File: config.mk
export PLATFORM = sky130hd
export DESIGN_NAME = ddr2_cmd_gate
export DESIGN_NICKNAME = d
export VERILOG_FILES = /design/src/rtl/ddr2_gate_pkg.sv /design/src/rtl/ddr2_bank_tracker.sv /design/src/rtl/ddr2_burst_pipe.sv /design/src/rtl/ddr2_cmd_gate.sv
export SDC_FILE = /design/constraint.sdc
export NUM_CORES = 1
export LEC_CHECK = 0
export BUFFER_PORTS_ARGS = -buffer_cell sky130_fd_sc_hd__buf_4
export CAP_MARGIN = 20
export CORE_UTILIZATION = 45
export DETAILED_ROUTE_END_ITERATION = 8
export GPL_TIMING_DRIVEN = 0
export HOLD_SLACK_MARGIN = 0.15
export PLACE_DENSITY_LB_ADDON = 0.12
export RECOVER_POWER = 50
export SYNTH_ARGS = -nofsm -noshare
export SYNTH_HDL_FRONTEND = slang
export SYNTH_SLANG_ARGS = --single-unit
File: constraint.sdc
create_clock -name clk -period 4.41 [get_ports clk]
set_input_delay 0.6615 -clock clk [delete_from_list [all_inputs] [get_ports clk]]
set_output_delay 0.6615 -clock clk [all_outputs]
set_load 0.02 [all_outputs]
File: src/rtl/ddr2_gate_pkg.sv
package ddr2_gate_pkg;
  typedef enum logic [2:0] {
    OP_NOP  = 3'd0,
    OP_ACT  = 3'd1,
    OP_RD   = 3'd2,
    OP_WR   = 3'd3,
    OP_PRE  = 3'd4,
    OP_REF  = 3'd5,
    OP_RSV6 = 3'd6,
    OP_RSV7 = 3'd7
  } gate_op_e;
endpackage

File: src/rtl/ddr2_bank_tracker.sv
module ddr2_bank_tracker #(
  parameter int CNT_W = 6,
  parameter int WRC_W = 8
) (
  input  logic             clk,
  input  logic             rst_n,
  input  logic [CNT_W-1:0] t_ras,
  input  logic [CNT_W-1:0] t_rp,
  input  logic [CNT_W-1:0] t_rc,
  input  logic [CNT_W-1:0] t_rcd,
  input  logic [WRC_W-1:0] wr_hold,
  input  logic             act_go,
  input  logic             pre_go,
  input  logic             ref_go,
  input  logic             wr_go,
  output logic             row_open,
  output logic             act_ok,
  output logic             col_ok,
  output logic             pre_ok
);
  logic [CNT_W-1:0] ras_c, rp_c, rc_c, rcd_c;
  logic [WRC_W-1:0] wr_c;

  function automatic logic [CNT_W-1:0] span(input logic [CNT_W-1:0] v);
    return (v == '0) ? '0 : v - 1'b1;
  endfunction

  function automatic logic [CNT_W-1:0] tick(input logic [CNT_W-1:0] v);
    return (v == '0) ? '0 : v - 1'b1;
  endfunction

  always_ff @(posedge clk) begin
    if (!rst_n) begin
      row_open <= 1'b0;
      ras_c <= '0; rp_c <= '0; rc_c <= '0; rcd_c <= '0; wr_c <= '0;
    end else begin
      if (act_go)      row_open <= 1'b1;
      else if (pre_go) row_open <= 1'b0;
      ras_c <= act_go ? span(t_ras) : tick(ras_c);
      rcd_c <= act_go ? span(t_rcd) : tick(rcd_c);
      rc_c  <= (act_go || ref_go) ? span(t_rc) : tick(rc_c);
      rp_c  <= pre_go ? span(t_rp) : tick(rp_c);
      if (wr_go)            wr_c <= wr_hold;
      else if (wr_c != '0)  wr_c <= wr_c - 1'b1;
    end
  end

  assign act_ok = !row_open && rp_c == '0 && rc_c == '0;
  assign col_ok = row_open && rcd_c == '0;
  assign pre_ok = ras_c == '0 && wr_c == '0;

  // ACTIVATE opens the row on the following cycle
  assert_open_after_act_R4: assert property (@(posedge clk) disable iff (!rst_n)
    act_go |=> row_open);
  // PRECHARGE closes the row on the following cycle
  assert_closed_after_pre_R6: assert property (@(posedge clk) disable iff (!rst_n)
    (pre_go && !act_go) |=> !row_open);
endmodule

File: src/rtl/ddr2_burst_pipe.sv
module ddr2_burst_pipe #(
  parameter int LW = 5
) (
  input  logic          clk,
  input  logic          rst_n,
  input  logic          fire,
  input  logic [LW-1:0] lat,
  output logic          beat
);
  localparam int LEN = (1 << LW) + 1;
  logic [LEN-1:0] pipe_q, pipe_d;

  always_comb begin
    pipe_d = pipe_q >> 1;
    if (fire && lat != '0) begin
      pipe_d[lat - 1'b1] = 1'b1;
      pipe_d[lat]        = 1'b1;
    end
  end

  always_ff @(posedge clk) begin
    if (!rst_n) pipe_q <= '0;
    else        pipe_q <= pipe_d;
  end

  assign beat = pipe_q[0];

  // every data window lasts at least two clocks (four beats)
  assert_burst_pair_R11: assert property (@(posedge clk) disable iff (!rst_n)
    $rose(beat) |=> beat);
endmodule

File: src/rtl/ddr2_cmd_gate.sv
module ddr2_cmd_gate
  import ddr2_gate_pkg::*;
#(
  parameter int NUM_BANKS = 8,
  parameter int CNT_W     = 6,
  parameter int LAT_W     = 4,
  localparam int BANK_W   = $clog2(NUM_BANKS)
) (
  input  logic              clk,
  input  logic              rst_n,
  input  logic [CNT_W-1:0]  cfg_tras,
  input  logic [CNT_W-1:0]  cfg_trp,
  input  logic [CNT_W-1:0]  cfg_trc,
  input  logic [CNT_W-1:0]  cfg_trrd,
  input  logic [CNT_W-1:0]  cfg_trcd,
  input  logic [CNT_W-1:0]  cfg_tccd,
  input  logic [CNT_W-1:0]  cfg_twr,
  input  logic [LAT_W-1:0]  cfg_al,
  input  logic [LAT_W-1:0]  cfg_cl,
  input  logic              cmd_valid,
  output logic              cmd_ready,
  input  logic [2:0]        cmd_op,
  input  logic [BANK_W-1:0] cmd_bank,
  output logic              proto_err,
  output logic              rd_data_valid,
  output logic              wr_data_en
);
  localparam int WRC_W = CNT_W + 2;
  localparam int RL_W  = LAT_W + 1;

  logic [CNT_W-1:0] tras_q, trp_q, trc_q, trrd_q, trcd_q, tccd_q, twr_q;
  logic [LAT_W-1:0] al_q, cl_q;

  // configuration held while reset is asserted
  always_ff @(posedge clk) begin
    if (!rst_n) begin
      tras_q <= cfg_tras; trp_q <= cfg_trp; trc_q <= cfg_trc;
      trrd_q <= cfg_trrd; trcd_q <= cfg_trcd; tccd_q <= cfg_tccd;
      twr_q <= cfg_twr; al_q <= cfg_al; cl_q <= cfg_cl;
    end
  end

  logic [RL_W-1:0]  rl, wl;
  logic [WRC_W-1:0] wr_hold;
  assign rl      = {1'b0, al_q} + {1'b0, cl_q};
  assign wl      = rl - 1'b1;
  assign wr_hold = WRC_W'(wl) + WRC_W'(twr_q) + WRC_W'(1);

  gate_op_e op;
  assign op = gate_op_e'(cmd_op);

  logic go, act_go, rd_go, wr_go, pre_go, ref_go, col_go;
  logic [NUM_BANKS-1:0] open_v, act_ok_v, col_ok_v, pre_ok_v;

  assign go     = cmd_valid && cmd_ready;
  assign act_go = go && op == OP_ACT;
  assign rd_go  = go && op == OP_RD;
  assign wr_go  = go && op == OP_WR;
  assign pre_go = go && op == OP_PRE;
  assign ref_go = go && op == OP_REF;
  assign col_go = rd_go || wr_go;

  for (genvar b = 0; b < NUM_BANKS; b++) begin : g_bank
    logic hit;
    assign hit = cmd_bank == BANK_W'(b);
    ddr2_bank_tracker #(.CNT_W(CNT_W), .WRC_W(WRC_W)) u_trk (
      .clk(clk), .rst_n(rst_n),
      .t_ras(tras_q), .t_rp(trp_q), .t_rc(trc_q), .t_rcd(trcd_q),
      .wr_hold(wr_hold),
      .act_go(act_go && hit), .pre_go(pre_go && hit),
      .ref_go(ref_go), .wr_go(wr_go && hit),
      .row_open(open_v[b]), .act_ok(act_ok_v[b]),
      .col_ok(col_ok_v[b]), .pre_ok(pre_ok_v[b])
    );
  end

  // shared spacing counters
  logic [CNT_W-1:0]  rrd_c, ccd_c;
  logic [BANK_W-1:0] last_act;
  always_ff @(posedge clk) begin
    if (!rst_n) begin
      rrd_c <= '0; ccd_c <= '0; last_act <= '0;
    end else begin
      if (act_go) begin
        rrd_c    <= (trrd_q == '0) ? '0 : trrd_q - 1'b1;
        last_act <= cmd_bank;
      end else if (rrd_c != '0) rrd_c <= rrd_c - 1'b1;
      if (col_go)             ccd_c <= (tccd_q == '0) ? '0 : tccd_q - 1'b1;
      else if (ccd_c != '0)   ccd_c <= ccd_c - 1'b1;
    end
  end

  logic illegal, timing_ok, sel_open;
  assign sel_open = open_v[cmd_bank];

  always_comb begin
    illegal   = 1'b0;
    timing_ok = 1'b1;
    case (op)
      OP_NOP: ;
      OP_ACT: begin
        illegal   = sel_open;
        timing_ok = act_ok_v[cmd_bank] && (rrd_c == '0 || last_act == cmd_bank);
      end
      OP_RD, OP_WR: begin
        illegal   = !sel_open;
        timing_ok = col_ok_v[cmd_bank] && ccd_c == '0;
      end
      OP_PRE: timing_ok = pre_ok_v[cmd_bank];
      OP_REF: begin
        illegal   = |open_v;
        timing_ok = &act_ok_v;
      end
      default: illegal = 1'b1;
    endcase
  end

  assign cmd_ready = rst_n && !illegal && timing_ok;
  assign proto_err = rst_n && cmd_valid && illegal;

  ddr2_burst_pipe #(.LW(RL_W)) u_rd_pipe (
    .clk(clk), .rst_n(rst_n), .fire(rd_go), .lat(rl), .beat(rd_data_valid));
  ddr2_burst_pipe #(.LW(RL_W)) u_wr_pipe (
    .clk(clk), .rst_n(rst_n), .fire(wr_go), .lat(wl), .beat(wr_data_en));

  // an illegal command is never granted
  assert_err_blocks_R3: assert property (@(posedge clk) disable iff (!rst_n)
    proto_err |-> !cmd_ready);
  // two activates to different banks on adjacent cycles break the bank-to-bank gap
  assert_rrd_gap_R8: assert property (@(posedge clk) disable iff (!rst_n)
    (act_go && trrd_q >= 2) |=> !(act_go && cmd_bank != $past(cmd_bank)));
  // column commands on adjacent cycles break the column gap
  assert_ccd_gap_R9: assert property (@(posedge clk) disable iff (!rst_n)
    (col_go && tccd_q >= 2) |=> !col_go);
  // column command only ever reaches an open row
  assert_col_open_R3: assert property (@(posedge clk) disable iff (!rst_n)
    col_go |-> sel_open);
endmodule

Yosys cells after proc, flatten, opt, wreduce, memory -nomap -nowiden:

Cells that the tools add are included.

* bits of input ports: 59
* output and inout port bits: 4
* register bits: 395
* logic and storage cells: 444

* add/subtract/negate cells: 53
* muxes and demuxes: 124
* equal/unequal tests: 13
* order comparisons: 7
* reductions and logical operators: 179
* bitwise logic cells: 4

Operators with widths (count)
* $mux 6: 74
* $logic_not 6->1: 40
* $sub 6x1->6 const B: 40
* $mux 8: 16
* $or 32x32->32: 4
* $logic_and 1x1->1: 73
* $logic_not 8->1: 8
* $mux 32: 2
* $reduce_bool 8->1: 8
* $sub 8x1->8 const B: 8
* $reduce_bool 2->1: 18
* $mux 1: 23
* $lt 5x7->1 const B: 3
* $eq 3x3->1 const B: 6
* $demux 1 s5: 3
* $ge 5x1->1 const B: 3
* $bmux 1 s3: 4
* $eq 3x2->1 const B: 4
* $reduce_bool 6->1: 2
* $logic_not 1->1: 10
* $logic_or 1x1->1: 10
* $reduce_bool 5->1: 2
* $sub 5x1->5 const B: 2
* $add 7x1->8 const B: 1
* other kinds (11): 16

Longest topological paths before layout:

* depth after elaboration: 13
* mapped depth: 16
* mapped depth without buffers: 15

Modules after synthesis:

A second synthesis with hierarchy kept.

* cells, all modules: 2574
* area total of the unflattened synthesis: 23299.8 um^2

Modules (own cells, without submodules)
* ddr2_bank_tracker (g_bank[0].u_trk ...): cells an instance 251, seq. area each 660.6 um^2, area an instance 2155.8 um^2, instances 7
* ddr2_cmd_gate: cells an instance 326, seq. area each 1801.7 um^2, area an instance 3667.3 um^2, instances 1
* ddr2_burst_pipe: cells an instance 120, seq. area each 640.6 um^2, area an instance 1172.4 um^2, instances 2
* ddr2_bank_tracker (g_bank[4].u_trk): cells an instance 251, seq. area each 660.6 um^2, area an instance 2197.1 um^2, instances 1

Worst setup path before layout:

No wires, ideal clock.

* path type: input-to-output
* start: in cmd_bank[1]
* end: out cmd_ready
* buffers on the path: 5
* data required time: 3.749 ns
* arrival: 2.911 ns
* setup slack: 0.837 ns
* cell stages on the path: 10
* cell sequence: buf_2 clkbuf_1 nor4_1 or4_1 a311o_2 buf_4 buf_6 o21ai_4 buf_6 inv_1

* word-level cells in the longest chain between the ends: 7
* elaborated cells on any way between the ends: 18
* classes of those cells: eq/ne: 1; mux: 10; reduce/logical: 7

RTL lines
* from (decl): line ddr2_cmd_gate.sv:23 `input logic [BANK_W-1:0] cmd_bank,`
* $bmux 1 s3: line ddr2_cmd_gate.sv:94 `assign sel_open = open_v[cmd_bank];`
* $mux 1 (implied by the code): line ddr2_cmd_gate.sv:94
* $logic_not 1->1: line ddr2_cmd_gate.sv:106 `illegal = !sel_open;`
* $pmux 1 s4: line ddr2_cmd_gate.sv:99 `case (op)`
* $logic_not 1->1: line ddr2_cmd_gate.sv:118 `assign cmd_ready = rst_n && !illegal && timing_ok;`
* $logic_and 1x1->1: line ddr2_cmd_gate.sv:118
* $logic_and 1x1->1 *: line ddr2_cmd_gate.sv:118
* to (decl): line ddr2_cmd_gate.sv:21 `output logic cmd_ready,`

Mark *: on every way between the ends. The rest lies on a longest branch, timed or not. The select of a mux whose other input is x is not followed.

Worst setup path after layout:

* start: in rst_n
* end: reg g_bank[1].u_trk.ras_c[5]

* word-level cells in the longest chain between the ends: 6

RTL lines
* from (decl): line ddr2_cmd_gate.sv:10 `input logic rst_n,`
* $logic_and 1x1->1 (2 in a row): line ddr2_cmd_gate.sv:118
* $logic_and 1x1->1: line ddr2_cmd_gate.sv:55 `assign go = cmd_valid && cmd_ready;`
* $logic_and 1x1->1: line ddr2_cmd_gate.sv:56 `assign act_go = go && op == OP_ACT;`
* $logic_and 1x1->1: line ddr2_cmd_gate.sv:70 `.act_go(act_go && hit), .pre_go(pre_go && hit),`
* $mux 6: line ddr2_bank_tracker.sv:39 `ras_c <= act_go ? span(t_ras) : tick(ras_c);`
* to (signal assigned): line ddr2_bank_tracker.sv:39
* to (decl): line ddr2_bank_tracker.sv:21 `logic [CNT_W-1:0] ras_c, rp_c, rc_c, rcd_c;`

Parallel ways exist; a longest one is shown, timed or not.
A chain may end at the register's enable or synchronous reset.

==> results.json <==
{
  "path_delay_family": "buffers and inverters",
  "cts_sinks": 393,
  "fin_ws_ns": 0.03899,
  "wl_per_cell_um": 18.79,
  "fin_nets": 2662,
  "dieArea_um2": 48960,
  "syn_avg_cell_area_um2": 9.087,
  "grt.total_usage_pct": 23.86,
  "report.final.hold_viol_count": 0,
  "rsz0062_at_grt": "true",
  "gp_congestion": 0.8595,
  "start_util_pct": 46.08,
  "cp_num_buf_inv": 7,
  "fin_crit_ns": 4.371,
  "critPathSlowestCell": "clkbuf_1",
  "io_buffer_count": 59,
  "ir_drop_v": 0.0003118,
  "netlist_area_um2": 21640,
  "required_ns": 4.83,
  "cap_violations": 0,
  "powerDensity_nw_per_um2": 693.3,
  "cpPeakStageDelay_ns": 0.87,
  "syn_inst": 2381,
  "ys_seq_area_share_pct": 38.67,
  "end_kind": "flip-flop",
  "start_kind": "input port",
  "yosysWarnings": 0,
  "clockBufferDepth": 3,
  "core-area_um2": 46950,
  "status": "finished, final reports clean",
  "finalCritPeriodShare_pct": 99.12,
  "crit_fanout": 44,
  "ys_async_sr_fraction_pct": 0,
  "hpwl_um": 42000,
  "drive_above_1_share_pct": 9.857,
  "path_common_cell": "clkbuf_1",
  "diodes": 0,
  "stdcell_area_um2": 24460,
  "relSlewSlack_pct": 27.84,
  "synth_enable_flop_cells": 50,
  "cp.arrival_ns": 4.79,
  "path_clk_slew_ns": 0.06,
  "cts_max_level": 2,
  "drtIter0Drc": 1350,
  "pre_cts_ws_ns": -0.2670,
  "setup_viol": 0,
  "leakagePower_nw": 10.58,
  "cts_made_buffers": 45,
  "antenna_found_initial": 0,
  "synth-seq-cells": 393,
  "vias_per_cell": 5.590,
  "grt_max_degree": 45,
  "area_growth_pct": 13.06,
  "cts_tree": "yes",
  "dpl_cell_area_um2": 22910,
  "slew_viol_final": 0,
  "grt-ovfl-total": 0,
  "rows": 79,
  "io_pins": 63,
  "dr.pass1.iters": 5,
  "wirelength_um": 58870,
  "final_util_pct": 52.10,
  "ant_nets": 0,
  "die_x_um": 221.3,
  "yosys.cell_types.count": 75,
  "vias": 17520,
  "max_freq_ghz": 0.2288,
  "tightestPinTransition_ns": 1.082,
  "die_h_um": 221.3,
  "cts_root_buf": "clkbuf_16",
  "hold_class": "in -> reg",
  "synth_ff_type": "dfxtp_1",
  "timing_worst_setup_path_type": "in -> reg",
  "ctsHoldBuffers": 0,
  "grt_pass1_wl_um": 93210,
  "clk_latency_ns": 0.59,
  "grt_pass1_vias": 17050,
  "route.detailed.drc": 0,
  "crit_chain": "clkbuf_1 > inv_1 > clkbuf_1 > clkbuf_1 > clkbuf_1 > clkbuf_1 > buf_6 > a21oi_1 > nand2_1 > mux2i_1",
  "skew_ns": 0.02366,
  "syn-num-nets": 2552
}
==> through the flow <==
step	cells	hold WS (ns)	TNS, ns	power [W]
floorplan	2381	0.4014	0	0.01135
global placement	3047	0.4088	-105.90	0.01276
detailed placement	3050	0.4113	-2.064	0.01300
CTS	3134	0.2213	0	0.01701
global route	3133	0.2531	-0.1007	0.01828
finish	3133	0.2701	0	0.01696
==> metal layers <==
layer	routed length [µm]	track usage, %
met2	26910	38.74
met3	2857	3.439
met1	27470	32.42
met5	0	0
met4	1632	7.895
==> repair_timing <==
action,CTS,global route
setup endpoints to repair,25,18
setup buffers,2,0
pin swaps,1,2
resized for setup,1,5
gates cloned,0,0
==> sequential cells by signal, summed over array words and instances (netlist names), 6 cells and up <==
name	count
g_bank.u_trk.rc_c	48
trrd_q	6
ccd_c	6
rrd_c	6
g_bank.u_trk.row_open	8
trc_q	6
twr_q	6
g_bank.u_trk.wr_c	64
u_rd_pipe.pipe_q	32
u_wr_pipe.pipe_q	32
g_bank.u_trk.rp_c	48
trp_q	6
tccd_q	6
g_bank.u_trk.ras_c	48
tras_q	6
trcd_q	6
g_bank.u_trk.rcd_c	48
==> placed cells by master, fill, tap and decap left out, drive strengths merged, types with 7 or more instances in the layout <==
cell / n
and3: 20
nor2: 146
nor4: 18
nor3: 97
nand3b: 11
nand2b: 28
a22oi: 25
clkinv: 14
dfxtp: 343
xnor2: 113
o31ai: 9
a21oi: 47
o211ai: 11
ha: 110
nand3: 67
clkbuf: 185
nor3b: 13
mux2: 53
a21o: 7
nand2: 340
inv: 136
edfxtp: 50
mux2i: 175
or3: 23
xor2: 84
buf: 51
o2111ai: 28
nand4: 12
nor2b: 19
a32oi: 24
o21ai: 106
and2: 31
a31oi: 8
and4: 16
o32ai: 41
==> where the power goes <==
group          switching, W  internal (W)
Clock               0.00154       0.00238
Combinational       0.00414       0.00330
Sequential         0.000855       0.00474
Total               0.00654        0.0104
==> final timing paths <==
check	start	end	slack [ns]	cells past startpoint
hold reg to reg	u_wr_pipe.pipe_q[18]$_SDFF_PN0_	u_wr_pipe.pipe_q[17]$_SDFF_PN0_	0.43	2
hold / removal	cfg_tccd[0]	tccd_q[0]$_DFFE_PN_	0.27	1
setup reg to reg	al_q[0]$_DFFE_PN_	u_wr_pipe.pipe_q[0]$_SDFF_PN0_	0.36	13
setup / recovery	rst_n	g_bank[1].u_trk.ras_c[5]$_SDFF_PN0_	0.04	10
==> cell families after synthesis <==
family | synth area share [%]
buf+inv | 4.875
simple gates | 18.86
flops | 38.67
fa+ha+maj | 6.546
compound gates | 11.87
mux | 11.10
xor+xnor | 8.078
==> area by class of cell <==
type | count | area (µm²)
Tap cell | 607 | 759.5
Buffer | 109 | 549.3
Multi-Input combinational cell | 1743 | 12230
Clock buffer | 63 | 1359
Clock inverter | 19 | 198.9
Fill cell | 4374 | 22490
Timing Repair Buffer | 64 | 489.2
Inverter | 135 | 506.7
Sequential cell | 393 | 8368
==> synthesized netlist by cell type, types with 6 or more instances <==
library cell / count / area, µm²
a21o_1: 7 / 52.55
ha_1: 110 / 1376
a21oi_1: 46 / 230.2
a32oi_1: 24 / 210.2
and2_1: 31 / 193.9
and4_1: 16 / 140.1
nor4b_1: 6 / 52.55
nand2_1: 340 / 1276
a31oi_1: 8 / 50.05
inv_1: 133 / 499.2
mux2i_1: 175 / 1752
o211ai_1: 11 / 82.58
o2111ai_2: 8 / 120.1
nand4_1: 12 / 75.07
and3_1: 20 / 125.1
o21ai_0: 92 / 460.4
o32ai_1: 41 / 359.1
nor2_1: 146 / 548.0
xnor2_1: 113 / 989.7
edfxtp_1: 50 / 1501
nor3_1: 97 / 485.5
o31ai_1: 9 / 67.56
o21ai_1: 9 / 45.04
mux2_2: 49 / 551.8
a22oi_1: 25 / 187.7
buf_2: 8 / 40.04
or3_1: 23 / 143.9
dfxtp_1: 343 / 6867
buf_6: 7 / 78.83
clkbuf_1: 68 / 255.2
nand3b_1: 11 / 82.58
nor4_1: 18 / 112.6
buf_4: 12 / 90.09
nor2b_1: 19 / 118.9
o2111ai_4: 8 / 210.2
o2111ai_1: 12 / 105.1
nand2b_1: 28 / 175.2
buf_1: 13 / 48.80
nand3_1: 66 / 330.3
nor3b_1: 13 / 97.59
a32o_1: 6 / 60.06
xor2_1: 84 / 735.7
No activity file was read; power rests on OpenSTA's default activity.
